File: src/rtl/spwm_pkg.sv
package spwm_pkg;

  typedef enum logic [1:0] {
    SRC_CORE     = 2'd0,
    SRC_PERI     = 2'd1,
    SRC_EXT      = 2'd2,
    SRC_CORE_ALT = 2'd3
  } src_e;

  typedef enum logic [1:0] {
    SPR_NONE     = 2'd0,
    SPR_FOUR     = 2'd1,
    SPR_THIRTY2  = 2'd2,
    SPR_NONE_ALT = 2'd3
  } spr_e;

  typedef struct packed {
    logic en;
    logic pol;
    src_e src;
    spr_e spr;
  } ch_ctl_t;

  localparam logic [1:0] SEL_CTL  = 2'd0;
  localparam logic [1:0] SEL_DUTY = 2'd1;
  localparam logic [1:0] SEL_DLY  = 2'd2;
  localparam logic [1:0] SEL_SYNC = 2'd3;

  // log2 of the slot count for a spreading mode
  function automatic logic [2:0] spr_shift(spr_e m);
    case (m)
      SPR_FOUR:    return 3'd2;
      SPR_THIRTY2: return 3'd5;
      default:     return 3'd0;
    endcase
  endfunction

endpackage

File: src/rtl/spwm_rst_sync.sv
module spwm_rst_sync (
  input  logic clk_i,
  input  logic arst_ni,
  output logic rst_no
);
  logic [1:0] stage_q;
  logic [1:0] stage_d;

  always_comb stage_d = {stage_q[0], 1'b1};

  always_ff @(posedge clk_i or negedge arst_ni) begin
    if (!arst_ni) stage_q <= 2'b00;
    else          stage_q <= stage_d;
  end

  assign rst_no = stage_q[1];
endmodule

File: src/rtl/spwm_tick_gen.sv
module spwm_tick_gen (
  input  logic clk_i,
  input  logic rst_ni,
  input  logic ext_clk_i,
  output logic ext_tick_o
);
  logic [2:0] sh_q;
  logic [2:0] sh_d;

  always_comb sh_d = {sh_q[1:0], ext_clk_i};

  always_ff @(posedge clk_i or negedge rst_ni) begin
    if (!rst_ni) sh_q <= '0;
    else         sh_q <= sh_d;
  end

  // rising edge after two synchroniser stages
  assign ext_tick_o = sh_q[1] & ~sh_q[2];

  p_ext_single_r7: assert property (@(posedge clk_i) disable iff (!rst_ni)
    ext_tick_o |=> !ext_tick_o);
endmodule

File: src/rtl/spwm_regs.sv
module spwm_regs #(
  parameter int unsigned NCH    = 4,
  parameter int unsigned PER_W  = 8,
  parameter int unsigned DLY_W  = 12,
  parameter int unsigned DATA_W = 16,
  parameter int unsigned ADDR_W = 4
) (
  input  logic                    clk_i,
  input  logic                    sys_rst_ni,
  input  logic                    pwm_rst_ni,
  input  logic                    wr_en_i,
  input  logic [ADDR_W-1:0]       wr_addr_i,
  input  logic [DATA_W-1:0]       wr_data_i,
  output spwm_pkg::ch_ctl_t       ctl_o   [NCH],
  output logic [PER_W-1:0]        per_o   [NCH],
  output logic [DATA_W-1:0]       duty_o  [NCH],
  output logic [DLY_W-1:0]        dly_o   [NCH],
  output logic [NCH-1:0]          restart_o
);
  import spwm_pkg::*;

  localparam int unsigned CH_W = ADDR_W - 2;

  // write capture stage, system reset domain
  logic              wv_q;
  logic [ADDR_W-1:0] wa_q;
  logic [DATA_W-1:0] wd_q;

  always_ff @(posedge clk_i or negedge sys_rst_ni) begin
    if (!sys_rst_ni) begin
      wv_q <= 1'b0;
      wa_q <= '0;
      wd_q <= '0;
    end else begin
      wv_q <= wr_en_i;
      wa_q <= wr_addr_i;
      wd_q <= wr_data_i;
    end
  end

  logic [CH_W-1:0] ch_sel;
  logic [1:0]      fld_sel;
  logic            spare_unused;

  assign ch_sel       = wa_q[ADDR_W-1:2];
  assign fld_sel      = wa_q[1:0];
  assign spare_unused = ^wd_q[7:6];
  assign restart_o    = (wv_q && fld_sel == SEL_SYNC) ? wd_q[NCH-1:0] : '0;

  for (genvar g = 0; g < NCH; g++) begin : g_chreg
    logic        hit;
    ch_ctl_t     ctl_q, ctl_d;
    logic [PER_W-1:0]  per_q, per_d;
    logic [DATA_W-1:0] duty_q, duty_d;
    logic [DLY_W-1:0]  dly_q, dly_d;

    assign hit = wv_q && (ch_sel == CH_W'(g));

    always_comb begin
      ctl_d  = ctl_q;
      per_d  = per_q;
      duty_d = duty_q;
      dly_d  = dly_q;
      if (hit && fld_sel == SEL_CTL) begin
        ctl_d.en  = wd_q[0];
        ctl_d.pol = wd_q[1];
        ctl_d.src = src_e'(wd_q[3:2]);
        ctl_d.spr = spr_e'(wd_q[5:4]);
        per_d     = wd_q[8 +: PER_W];
      end
      if (hit && fld_sel == SEL_DUTY) duty_d = wd_q;
      if (hit && fld_sel == SEL_DLY)  dly_d  = wd_q[DLY_W-1:0];
    end

    always_ff @(posedge clk_i or negedge pwm_rst_ni) begin
      if (!pwm_rst_ni) begin
        ctl_q  <= '0;
        per_q  <= '0;
        duty_q <= '0;
        dly_q  <= '0;
      end else begin
        ctl_q  <= ctl_d;
        per_q  <= per_d;
        duty_q <= duty_d;
        dly_q  <= dly_d;
      end
    end

    assign ctl_o[g]  = ctl_q;
    assign per_o[g]  = per_q;
    assign duty_o[g] = duty_q;
    assign dly_o[g]  = dly_q;
  end

  // a restart mask only appears one cycle after a bus write
  p_sync_from_bus_r9: assert property (@(posedge clk_i)
    disable iff (!pwm_rst_ni || !sys_rst_ni)
    (restart_o != '0) |-> $past(wr_en_i));
endmodule

File: src/rtl/spwm_channel.sv
module spwm_channel #(
  parameter int unsigned PER_W  = 8,
  parameter int unsigned DLY_W  = 12,
  parameter int unsigned DATA_W = 16
) (
  input  logic                clk_i,
  input  logic                rst_ni,
  input  logic                tick_i,
  input  logic                restart_i,
  input  spwm_pkg::ch_ctl_t   ctl_i,
  input  logic [PER_W-1:0]    per_i,
  input  logic [DATA_W-1:0]   duty_i,
  input  logic [DLY_W-1:0]    dly_i,
  output logic                pwm_o
);
  import spwm_pkg::*;

  localparam int unsigned LEN_W = PER_W + 1;

  logic [PER_W-1:0]  off_q, off_d;
  logic [4:0]        slot_q, slot_d;
  logic              run_q, run_d;
  logic [DLY_W-1:0]  dly_q, dly_d;
  logic [DATA_W-1:0] wduty_q, wduty_d;
  logic [LEN_W-1:0]  wlen_q, wlen_d;
  logic [2:0]        wsh_q, wsh_d;
  logic              wfull_q, wfull_d;
  logic              out_q, out_d;

  // working set derived from the programmed registers
  logic [LEN_W-1:0]  per_len, len_raw, new_len;
  logic [2:0]        new_sh;
  logic              new_full;

  assign per_len  = {1'b0, per_i} + LEN_W'(1);
  assign new_sh   = spr_shift(ctl_i.spr);
  assign len_raw  = per_len >> new_sh;
  assign new_len  = (len_raw == '0) ? LEN_W'(1) : len_raw;
  assign new_full = duty_i >= DATA_W'(per_len);

  // slot geometry of the running period
  logic [4:0]        slot_mask, rem;
  logic [DATA_W-1:0] base, hi_len;
  logic              extra, active, end_slot, end_per, load;

  assign slot_mask = 5'((6'd1 << wsh_q) - 6'd1);
  assign base      = wduty_q >> wsh_q;
  assign rem       = wduty_q[4:0] & slot_mask;
  assign extra     = slot_q < rem;
  assign hi_len    = base + DATA_W'(extra);
  assign active    = run_q && (wfull_q || (DATA_W'(off_q) < hi_len));
  assign end_slot  = ({1'b0, off_q} == wlen_q - LEN_W'(1));
  assign end_per   = end_slot && (slot_q == slot_mask);
  assign load      = restart_i || !ctl_i.en;

  always_comb begin
    off_d   = off_q;
    slot_d  = slot_q;
    run_d   = run_q;
    dly_d   = dly_q;
    wduty_d = wduty_q;
    wlen_d  = wlen_q;
    wsh_d   = wsh_q;
    wfull_d = wfull_q;
    if (load) begin
      off_d   = '0;
      slot_d  = '0;
      dly_d   = dly_i;
      run_d   = (dly_i == '0);
      wduty_d = duty_i;
      wlen_d  = new_len;
      wsh_d   = new_sh;
      wfull_d = new_full;
    end else if (tick_i) begin
      if (!run_q) begin
        dly_d = dly_q - DLY_W'(1);
        if (dly_q == DLY_W'(1)) run_d = 1'b1;
      end else if (end_slot) begin
        off_d = '0;
        if (end_per) begin
          slot_d  = '0;
          wduty_d = duty_i;
          wlen_d  = new_len;
          wsh_d   = new_sh;
          wfull_d = new_full;
        end else begin
          slot_d = slot_q + 5'd1;
        end
      end else begin
        off_d = off_q + PER_W'(1);
      end
    end
    out_d = ctl_i.en ? (active ^ ctl_i.pol) : ctl_i.pol;
  end

  always_ff @(posedge clk_i or negedge rst_ni) begin
    if (!rst_ni) begin
      off_q   <= '0;
      slot_q  <= '0;
      run_q   <= 1'b0;
      dly_q   <= '0;
      wduty_q <= '0;
      wlen_q  <= LEN_W'(1);
      wsh_q   <= '0;
      wfull_q <= 1'b0;
      out_q   <= 1'b0;
    end else begin
      off_q   <= off_d;
      slot_q  <= slot_d;
      run_q   <= run_d;
      dly_q   <= dly_d;
      wduty_q <= wduty_d;
      wlen_q  <= wlen_d;
      wsh_q   <= wsh_d;
      wfull_q <= wfull_d;
      out_q   <= out_d;
    end
  end

  assign pwm_o = out_q;

  p_hold_no_tick_r7: assert property (@(posedge clk_i) disable iff (!rst_ni)
    (ctl_i.en && !restart_i && !tick_i) |=>
      ($stable(off_q) && $stable(slot_q) && $stable(dly_q) && $stable(run_q)));

  p_slot_range_r6: assert property (@(posedge clk_i) disable iff (!rst_ni)
    run_q |-> ((slot_q <= slot_mask) && ({1'b0, off_q} < wlen_q)));

  p_restart_phase_r9: assert property (@(posedge clk_i) disable iff (!rst_ni)
    restart_i |=> (off_q == '0 && slot_q == '0));

  p_latch_boundary_r10: assert property (@(posedge clk_i) disable iff (!rst_ni)
    !$stable(wduty_q) |-> (off_q == '0 && slot_q == '0));

  p_delay_quiet_r8: assert property (@(posedge clk_i) disable iff (!rst_ni)
    (ctl_i.en && !run_q) |=> (pwm_o == $past(ctl_i.pol)));
endmodule

File: src/rtl/spread_pwm_top.sv
module spread_pwm_top #(
  parameter int unsigned NCH    = 4,
  parameter int unsigned PER_W  = 8,
  parameter int unsigned DLY_W  = 12,
  parameter int unsigned DATA_W = 16,
  localparam int unsigned ADDR_W = $clog2(NCH) + 2
) (
  input  logic              clk,
  input  logic              pwm_rst_n,
  input  logic              sys_rst_n,
  input  logic              wr_en_i,
  input  logic [ADDR_W-1:0] wr_addr_i,
  input  logic [DATA_W-1:0] wr_data_i,
  input  logic              per_tick_i,
  input  logic              ext_clk_i,
  output logic [NCH-1:0]    pwm_o
);
  import spwm_pkg::*;

  logic pwm_rst_s, sys_rst_s, ext_tick;

  spwm_rst_sync u_pwm_rst (.clk_i(clk), .arst_ni(pwm_rst_n), .rst_no(pwm_rst_s));
  spwm_rst_sync u_sys_rst (.clk_i(clk), .arst_ni(sys_rst_n), .rst_no(sys_rst_s));

  spwm_tick_gen u_tick (
    .clk_i(clk), .rst_ni(sys_rst_s), .ext_clk_i(ext_clk_i), .ext_tick_o(ext_tick)
  );

  ch_ctl_t           ctl  [NCH];
  logic [PER_W-1:0]  per  [NCH];
  logic [DATA_W-1:0] duty [NCH];
  logic [DLY_W-1:0]  dly  [NCH];
  logic [NCH-1:0]    restart;

  spwm_regs #(
    .NCH(NCH), .PER_W(PER_W), .DLY_W(DLY_W), .DATA_W(DATA_W), .ADDR_W(ADDR_W)
  ) u_regs (
    .clk_i(clk), .sys_rst_ni(sys_rst_s), .pwm_rst_ni(pwm_rst_s),
    .wr_en_i(wr_en_i), .wr_addr_i(wr_addr_i), .wr_data_i(wr_data_i),
    .ctl_o(ctl), .per_o(per), .duty_o(duty), .dly_o(dly), .restart_o(restart)
  );

  for (genvar g = 0; g < NCH; g++) begin : g_ch
    logic tick;
    always_comb begin
      case (ctl[g].src)
        SRC_PERI: tick = per_tick_i;
        SRC_EXT:  tick = ext_tick;
        default:  tick = 1'b1;
      endcase
    end

    spwm_channel #(.PER_W(PER_W), .DLY_W(DLY_W), .DATA_W(DATA_W)) u_ch (
      .clk_i(clk), .rst_ni(pwm_rst_s), .tick_i(tick), .restart_i(restart[g]),
      .ctl_i(ctl[g]), .per_i(per[g]), .duty_i(duty[g]), .dly_i(dly[g]),
      .pwm_o(pwm_o[g])
    );
  end

  p_rst_quiet_r1: assert property (@(posedge clk)
    !pwm_rst_n |-> (pwm_o == '0));
endmodule

File: config.mk
export PLATFORM = sky130hd
export DESIGN_NAME = spread_pwm_top
export DESIGN_NICKNAME = d
export VERILOG_FILES = /design/src/rtl/spwm_pkg.sv /design/src/rtl/spwm_rst_sync.sv /design/src/rtl/spwm_tick_gen.sv /design/src/rtl/spwm_regs.sv /design/src/rtl/spwm_channel.sv /design/src/rtl/spread_pwm_top.sv
export SDC_FILE = /design/constraint.sdc
export NUM_CORES = 1
export LEC_CHECK = 0
export ABC_CLOCK_PERIOD_IN_PS = 12500
export BUFFER_PORTS_ARGS = -buffer_cell sky130_fd_sc_hd__buf_4
export CAP_MARGIN = 25
export CORE_MARGIN = 1
export CORE_UTILIZATION = 60
export CTS_BUF_LIST = sky130_fd_sc_hd__clkbuf_4 sky130_fd_sc_hd__clkbuf_8
export DETAILED_ROUTE_END_ITERATION = 16
export MAX_ROUTING_LAYER = met4
export PLACE_DENSITY = 0.79
export SLEW_MARGIN = 20
export SYNTH_ARGS = -nofsm -noshare
export SYNTH_HDL_FRONTEND = slang
export SYNTH_HIERARCHICAL = 1
export SYNTH_SLANG_ARGS = --single-unit
File: constraint.sdc
create_clock -name clk -period 12.5 [get_ports clk]
set_clock_uncertainty 0.15 [all_clocks]
set_input_delay 0.625 -clock clk [delete_from_list [all_inputs] [get_ports clk]]
set_output_delay 0.625 -clock clk [all_outputs]
set_load 0.05 [all_outputs]
==> metrics.md, run 1 <==
| Metric | Value |
|---|---|
| Crit path largest cell delay | `0.62 ns` |
| Starting Density | `0.608` |
| Worst-case hold slack | `0.0637 ns` |
| Tmin final | `4.78 ns` |
| Critical Path RT | `12.90 ns` |
| Static Leak | `12.1 nW` |
| # fillers | `3164` |
| Synth unique cells | `84` |
| Syn Area/Cell | `10.3 um2` |
| Residual DRC | `0` |
| RSZ-0062 raised after global routing | `false` |
| H-tree levels | `3` |
| # rows | `75` |
| Post-route cell area | `27900 um2` |
| Clk buf depth | `3` |
| Final hold violation count | `0` |
| Vias in the first global route | `19600` |
| Max-capacitance violation count | `0` |
| IO Pins | `30` |
| Worst setup EP type | `register` |
| Placed cell count | `2942` |
| Initial antenna violation count | `2` |
| Worst reg2reg endpoint | `g_ch[1].u_ch/pwm_o` |
| Final WL | `61700 um` |
| Post-synth EDFFs | `0` |
| Area delta synth->final | `9.36%` |
| DR WL/cell | `19.9 um` |
| Worst Path Class, Setup | `reg -> reg` |
| GPL Wtd Cong | `0.897` |
| Worst setup SP type | `register` |
| CTS root buffer | `clkbuf_8` |
| PortBufs | `29` |
| HPWL Detailed | `42400 um` |
| Synth top cells by count | `dfrtp_1 (412), nand2_1 (235), mux2_2 (215)` |
| Synth warn | `6` |
| Crit Path Max Fanout | `31` |
| Maximum operating frequency | `0.209 GHz` |
| Post-layout worst setup margin | `7.72 ns` |
| Finished Layout Cells | `3100` |
| Hold crit path type | `reg -> async` |
| Dpl cell area | `26000 um2` |
| Total track usage | `0.302` |
| Largest net degree at the start of global routing | `165` |
| Synth Register Bits | `416` |
| Die area | `43300 um2` |
| Die X-Extent | `208 um` |
| Critical-path cell list | `or2_2, nand2_1, ha_1, a21oi_1, nor2b_1, o21ai_0, nand2b_1, a21oi_1, ha_1, ha_1, and2_1, a21oi_1, o21ai_0, o21ai_0, ha_1, a21o_1, a2111oi_0, o21ai_0, nand2_1, nor3_1, a211o_1, o211ai_1, xor2_1` |
| Async set-reset flop share out of synthesis | `1.00` |
| Fraction of final layout cells sized beyond drive strength 1 | `0.200` |
| Period utilization | `0.383` |
| Final max-slew violation count | `0` |
| Worst slew margin | `0.295` |
| CTS tree | `built` |
| Global-route wire length before repair | `102000 um` |
| Detailed-route vias per instance | `6.33` |
| R2R Path Start | `g_ch[1].u_ch/wsh_q[1]` |
| Clock buffer count from CTS | `73` |
| Critical-path top delay cell | `dfrtp_2` |
| Power Dens Cells | `219 nW/um2` |
| Final setup fails | `0` |
| Via count | `19600` |
| Clock transition at the registers of the reported paths | `0.06 ns` |
| Status | `finished, final reports clean` |
| Synth area leaders | `dfrtp_1 (40%), mux2_2 (9.5%), ha_1 (5.9%)` |
| Footprint of the multi-input gates | `14200 um2` |
| Routed Antenna Nets | `0` |
| Die height | `208 um` |
| First-iteration detailed-routing DRC count | `1439` |
| Cts repair resizes | `0` |
| Most frequent cell after synthesis | `dfrtp_1` |
| Place WS | `7.38 ns` |
| Register area | `10400 um2` |
| Flop2flop setup slack | `7.72 ns` |
| Top_reg_cell synth | `dfrtp_1` |
| Latest clock arrival within the worst-skew pair | `0.65 ns` |
| CP arrival | `5.19 ns` |
| Syn Std Cell Area | `25500 um2` |
| Core ar. | `41900 um2` |
| Sequential fraction of the synthesis area | `0.408` |
| Top cell type by total area after synthesis | `dfrtp_1` |
| Drt first pass iters | `5` |
| Yosys top cell area share | `0.404` |
| Net Count, Synth | `2620` |
| GR Overflow Total | `0` |
| # nets final | `2650` |
| Setup TNS | `0 ns` |
| Post-Synthesis Cells | `2474` |
| Slew @ Worst Pin | `1.06 ns` |
| Max rail drop VDD | `0.142 mV` |
| Clock Sinks | `416` |
| R2R depth | `23` |
-- routing by layer --
layer,wire [um],vias to the layer above,track usage,part of all wire
li1,-,9122,-,-
met1,26800,9840,0.385,0.44
met2,29600,537,0.481,0.48
met3,3390,124,0.0549,0.055
met4,1810,0,0.112,0.029
met5,0,-,-,0
-- sequential cells by signal (all words and copies together) (netlist names), 8 cells and up --
name,count
g_ch.u_ch/wsh_q,8
g_ch.u_ch/dly_q,48
g_ch.u_ch/off_q,32
u_regs/wd_q,16
g_ch.u_ch/wlen_q,36
g_ch.u_ch/wduty_q,64
g_ch.u_ch/slot_q,20
u_regs/g_chreg.dly_q,48
u_regs/g_chreg.duty_q,64
u_regs/ctl_o,24
u_regs/g_chreg.per_q,32
-- worst max-delay path, delay by kind of cell (launching register included) --
family	cells	cell delay, ns
AOI/OAI and AO/OA	11	1.84
and+or+nand+nor	7	1.02
adders and majority gates	4	0.90
DFF	1	0.62
xor gates and xnor gates	1	0.17
-- power by group --
group	internal [mW]	total (mW)	switching (mW)	leakage (nW)
sequential	1.72	2.27	0.555	5.18
clock	0.772	1.34	0.564	0.834
combinational	1.22	2.50	1.28	6.07
total	3.70	6.11	2.40	12.1
-- cell type report --
cell class              count  area share
flip-flops and latches    416       0.374
inverters                  95      0.0128
diodes                      2    0.000179
clock buffers             118      0.0533
clock inverters            12     0.00341
multi-input cells        1844       0.509
repair buffers             74      0.0238
well taps                 539      0.0242
-- cell families after synthesis --
family	Yosys count	share of synthesized area
AO/OA/AOI/OAI	470	0.122
adder cells (fa/ha/maj)	121	0.0593
buffers and inverters	214	0.0358
multiplexers	351	0.175
XOR/XNOR	138	0.0474
flip-flops	416	0.408
other	2	0.000294
AND/OR/NAND/NOR	762	0.152
-- what timing repair did --
item	in CTS	in global routing
hold endpoints to repair	26	0
endpoints found under the setup margin	0	0
hold buffers	24	0
setup buffers	0	0
-- through the flow --
stage / total power, mW / util
detailed placement: 4.73 / 0.620
global route: 6.54 / 0.665
global placement: 4.61 / 0.620
floorplan: 4.15 / -
finish: 6.11 / 0.665
CTS: 6.11 / 0.664
-- worst max-delay path by stage --
stage / start / end / slack [ns] / depth (start not counted)
floorplan: u_pwm_rst/stage_q[1] / g_ch[0].u_ch/dly_q[0] / 0.68 / 0
global placement: g_ch[1].u_ch/wsh_q[1] / g_ch[1].u_ch/pwm_o / 7.42 / 23
detailed placement: g_ch[1].u_ch/wsh_q[1] / g_ch[1].u_ch/pwm_o / 7.38 / 23
CTS: g_ch[1].u_ch/wsh_q[1] / g_ch[1].u_ch/pwm_o / 7.33 / 23
global route: g_ch[1].u_ch/wsh_q[1] / g_ch[1].u_ch/pwm_o / 7.13 / 23
finish: g_ch[1].u_ch/wsh_q[1] / g_ch[1].u_ch/pwm_o / 7.72 / 23
-- cells in the final DEF, fill, tap and decap left out, types with 38 or more instances in the layout --
| cell type | n |
|---|---|
| mux2i_1 | 57 |
| nor4_1 | 41 |
| nor3_1 | 42 |
| mux2_2 | 215 |
| inv_1 | 94 |
| mux2_4 | 40 |
| xnor2_1 | 81 |
| mux4_2 | 38 |
| nand2_1 | 235 |
| nand3_1 | 87 |
| clkbuf_8 | 96 |
| dfrtp_1 | 409 |
| ha_1 | 120 |
| o21ai_0 | 158 |
| nor2_1 | 118 |
| a21oi_1 | 71 |
| buf_4 | 44 |
| xor2_1 | 57 |
No activity file was read; power rests on OpenSTA's default activity.
==> run 2, diff against run 1 <==
ABC_CLOCK_PERIOD_IN_PS = 4230   (was 12500)
clock period = 4.23 ns   (was 12.5 ns; I/O delays follow)
==> run 2 against run 1 <==
  * Global-route usage up 0.072 points
  * Critical path depth unchanged
  * Combinational power grew to 3.1 times the previous value
  * Flip-flop and latch count unchanged
  * Clock-buffer cell count down 5
  * Utilization increased by 0.80 points
  * Clock power grew to 2.9 times the previous value
  * Final cell count up 0.52%
  * Setup slack worse by 7.7 ns
  * Critical path type unchanged
==> metrics.md, run 2 (synthesized netlist as in run 1, its figures left out) <==
| Metric | Value |
|---|---|
| Core ar. | `41900 um2 (unchanged)` |
| Die area | `43300 um2 (unchanged)` |
| Worst reg2reg endpoint | `g_ch[1].u_ch/pwm_o (unchanged)` |
| Comb power frac | `0.424 (was 0.409)` |
| Total track usage | `0.302 (about the same)` |
| Clk pwr share | `0.212 (was 0.219)` |
| Internal power of the cells | `11.0 mW (was 3.70 mW)` |
| R2R depth | `23 (unchanged)` |
| Starting Density | `0.608 (unchanged)` |
| Maximum operating frequency | `0.239 GHz (was 0.209 GHz)` |
| GPL Wtd Cong | `0.916 (was 0.897)` |
| Die height | `208 um (unchanged)` |
| First-iteration detailed-routing DRC count | `1672 (was 1439)` |
| Post-layout utilization of the core | `0.673 (was 0.665)` |
| Drt first pass iters | `6 (was 5)` |
| Clock buffer count from CTS | `73 (unchanged)` |
| Max-capacitance violation count | `0 (unchanged)` |
| Routed Antenna Nets | `0 (unchanged)` |
| Crit path to | `g_ch[1].u_ch/pwm_o (unchanged)` |
| IO Pins | `30 (unchanged)` |
| Proportion of power drawn by flip-flops and latches | `0.365 (was 0.372)` |
| # fillers | `3060 (was 3164)` |
| Final hold violation count | `0 (unchanged)` |
| HPWL Detailed | `43300 um (was 42400 um)` |
| RSZ-0062 raised after global routing | `true (was false)` |
| Residual DRC | `0 (unchanged)` |
| Final WL | `62600 um (was 61700 um)` |
| Flop2flop setup slack | `0.04 ns (was 7.72 ns)` |
| R2R Path Start | `g_ch[1].u_ch/wsh_q[0] (was g_ch[1].u_ch/wsh_q[1])` |
| CTS tree | `built (unchanged)` |
| PortBufs | `29 (unchanged)` |
| H-tree levels | `3 (unchanged)` |
| Max rail drop VDD | `0.370 mV (was 0.142 mV)` |
| Commonest non-fill, non-tap cells in the layout | `dfrtp_1 (411), nand2_1 (233), mux2_2 (215) (was dfrtp_1 (409), nand2_1 (235), mux2_2 (215))` |
| Status | `finished, final reports clean (unchanged)` |
| Critical Path RT | `4.62 ns (was 12.90 ns)` |
| Period utilization | `0.991 (was 0.383)` |
| Via count | `19900 (was 19600)` |
| Clk buf depth | `3 (unchanged)` |
| Setup TNS | `0 ns (unchanged)` |
| Clock transition at the registers of the reported paths | `0.06 ns (about the same)` |
| Clock Sinks | `416 (unchanged)` |
| Top Registers | `g_ch.u_ch/wduty_q x64, u_regs/g_chreg.duty_q x64 (unchanged)` |
| Hold crit path type | `reg -> async (unchanged)` |
| Fraction of final layout cells sized beyond drive strength 1 | `0.215 (was 0.200)` |
| Tmin final | `4.19 ns (was 4.78 ns)` |
| Diodes inserted | `0 (was 2)` |
| Detailed-route vias per instance | `6.39 (was 6.33)` |
| Crit Path Max Fanout | `4 (was 31)` |
| Most common cell after layout, fill and taps aside | `dfrtp_1 (unchanged)` |
| # rows | `75 (unchanged)` |
| Power Dens Cells | `646 nW/um2 (was 219 nW/um2)` |
| Global-route wire length before repair | `103000 um (was 102000 um)` |
| Static Leak | `12.2 nW (was 12.1 nW)` |
| Slew @ Worst Pin | `0.961 ns (was 1.06 ns)` |
| Crit path from | `g_ch[1].u_ch/wsh_q[0] (was g_ch[1].u_ch/wsh_q[1])` |
| Vias in the first global route | `19900 (was 19600)` |
| Worst slew margin | `0.358 (was 0.295)` |
| CP arrival | `4.58 ns (was 5.19 ns)` |
| CTS root buffer | `clkbuf_8 (unchanged)` |
| Largest net degree at the start of global routing | `78 (was 165)` |
| Worst Path Class, Setup | `reg -> reg (unchanged)` |
| GR Overflow Total | `0 (unchanged)` |
| Final setup fails | `0 (unchanged)` |
| DR WL/cell | `20.1 um (was 19.9 um)` |
| # nets final | `2673 (was 2650)` |
| NetSw | `7.22 mW (was 2.40 mW)` |
| Worst setup SP type | `register (unchanged)` |
| Latest clock arrival within the worst-skew pair | `0.63 ns (was 0.65 ns)` |
| Final Power | `18.2 mW (was 6.11 mW)` |
| Initial antenna violation count | `1 (was 2)` |
| Final max-slew violation count | `0 (unchanged)` |
| Area delta synth->final | `10.7% (was 9.36%)` |
| Worst setup EP type | `register (unchanged)` |
| Switch share | `0.396 (was 0.393)` |
| Die X-Extent | `208 um (unchanged)` |
-- run 2: cell count changes in the layout (fill, tap and decap cells not counted), sizes merged --
cell | previous run | this run
diode | 2 | 0
bufinv | 1 | 0
inv | 94 | 96
buf | 50 | 70
dlygate4sd3 | 24 | 26
clkinvlp | 4 | 3
clkbuf | 118 | 114
-- run 2: worst min path at each step --
stage                    startpoint                     end  slack [ns]  cells past startpoint
3_5_place_dp              sys_rst_n    u_sys_rst/stage_q[0]       -0.16                      1
4_1_cts        u_sys_rst/stage_q[1]          u_regs/wd_q[6]        0.06                      0
3_3_place_gp              sys_rst_n    u_sys_rst/stage_q[1]       -0.16                      1
6_report       u_pwm_rst/stage_q[1]  g_ch[3].u_ch/wlen_q[6]        0.04                      0
2_1_floorplan             pwm_rst_n    u_pwm_rst/stage_q[0]       -0.23                      0
5_1_grt        u_pwm_rst/stage_q[1]  g_ch[3].u_ch/wlen_q[6]        0.05                      0
-- run 2: critical path, stage by stage, from the launching register on --
cell,delay [ns]
dfrtp_1,0.41
or2_4,0.27
nand2_4,0.07
ha_4,0.19
a21oi_2,0.12
nor2b_1,0.06
o21ai_1,0.14
nand2b_1,0.09
a21oi_2,0.14
ha_2,0.21
ha_4,0.14
and2_4,0.16
nand2_4,0.05
xnor2_2,0.13
o21ai_1,0.16
ha_1,0.26
a21o_1,0.17
a2111oi_2,0.34
o21ai_1,0.11
nand2_1,0.11
nor3_2,0.04
a211o_1,0.31
o211ai_1,0.11
xor2_1,0.16
-- run 2: cell type report --
class / count / area [um2] / area share
Sequential cell: 416 / 10400 / 0.369
Clock inverter: 12 / 80.1 / 0.00284
Multi-Input combinational cell: 1844 / 14300 / 0.508
Timing Repair Buffer: 97 / 901 / 0.0319
Inverter: 95 / 357 / 0.0126
Tap cell: 539 / 674 / 0.0239
Clock buffer: 113 / 1460 / 0.0515
-- run 2: stage by stage --
| step | hold WS, ns | instances | setup WS (ns) | area, um2 |
|---|---|---|---|---|
| after floorplan | -0.234 | 2474 | 0.0175 | 25600 |
| after global placement | -0.156 | 2962 | 0.0703 | 26200 |
| after detailed placement | -0.156 | 2963 | -0.0344 | 26300 |
| after CTS | 0.0565 | 3114 | 0.0329 | 28100 |
| after global routing | 0.0531 | 3116 | -0.250 | 28200 |
| final | 0.0416 | 3116 | 0.0385 | 28200 |
-- run 2: routing by layer --
layer / up-vias / GRT usage / share of wire
met3: 165 / 0.0468 / 0.056
met1: 9946 / 0.389 / 0.42
li1: 9163 / - / -
met4: 0 / 0.109 / 0.033
met2: 646 / 0.487 / 0.49
met5: - / - / 0
-- run 2: repair_timing --
action | CTS | global route
setup buffers | 0 | 1
hold endpoints to repair | 26 | 0
endpoints found under the setup margin | 1 | 4
hold buffers | 26 | 0
pin swaps | 1 | 15
cloned | 0 | 0
resized for setup | 3 | 34
-- run 2: power groups by stage --
stage               clock (mW)  combinational (mW)  sequential, mW
floorplan                    0                6.33            6.02
global placement             0                7.17            6.58
detailed placement           0                7.46            6.67
CTS                       3.94                7.56            6.61
global route              4.11                8.54            6.82
finish                    3.86                7.73            6.65
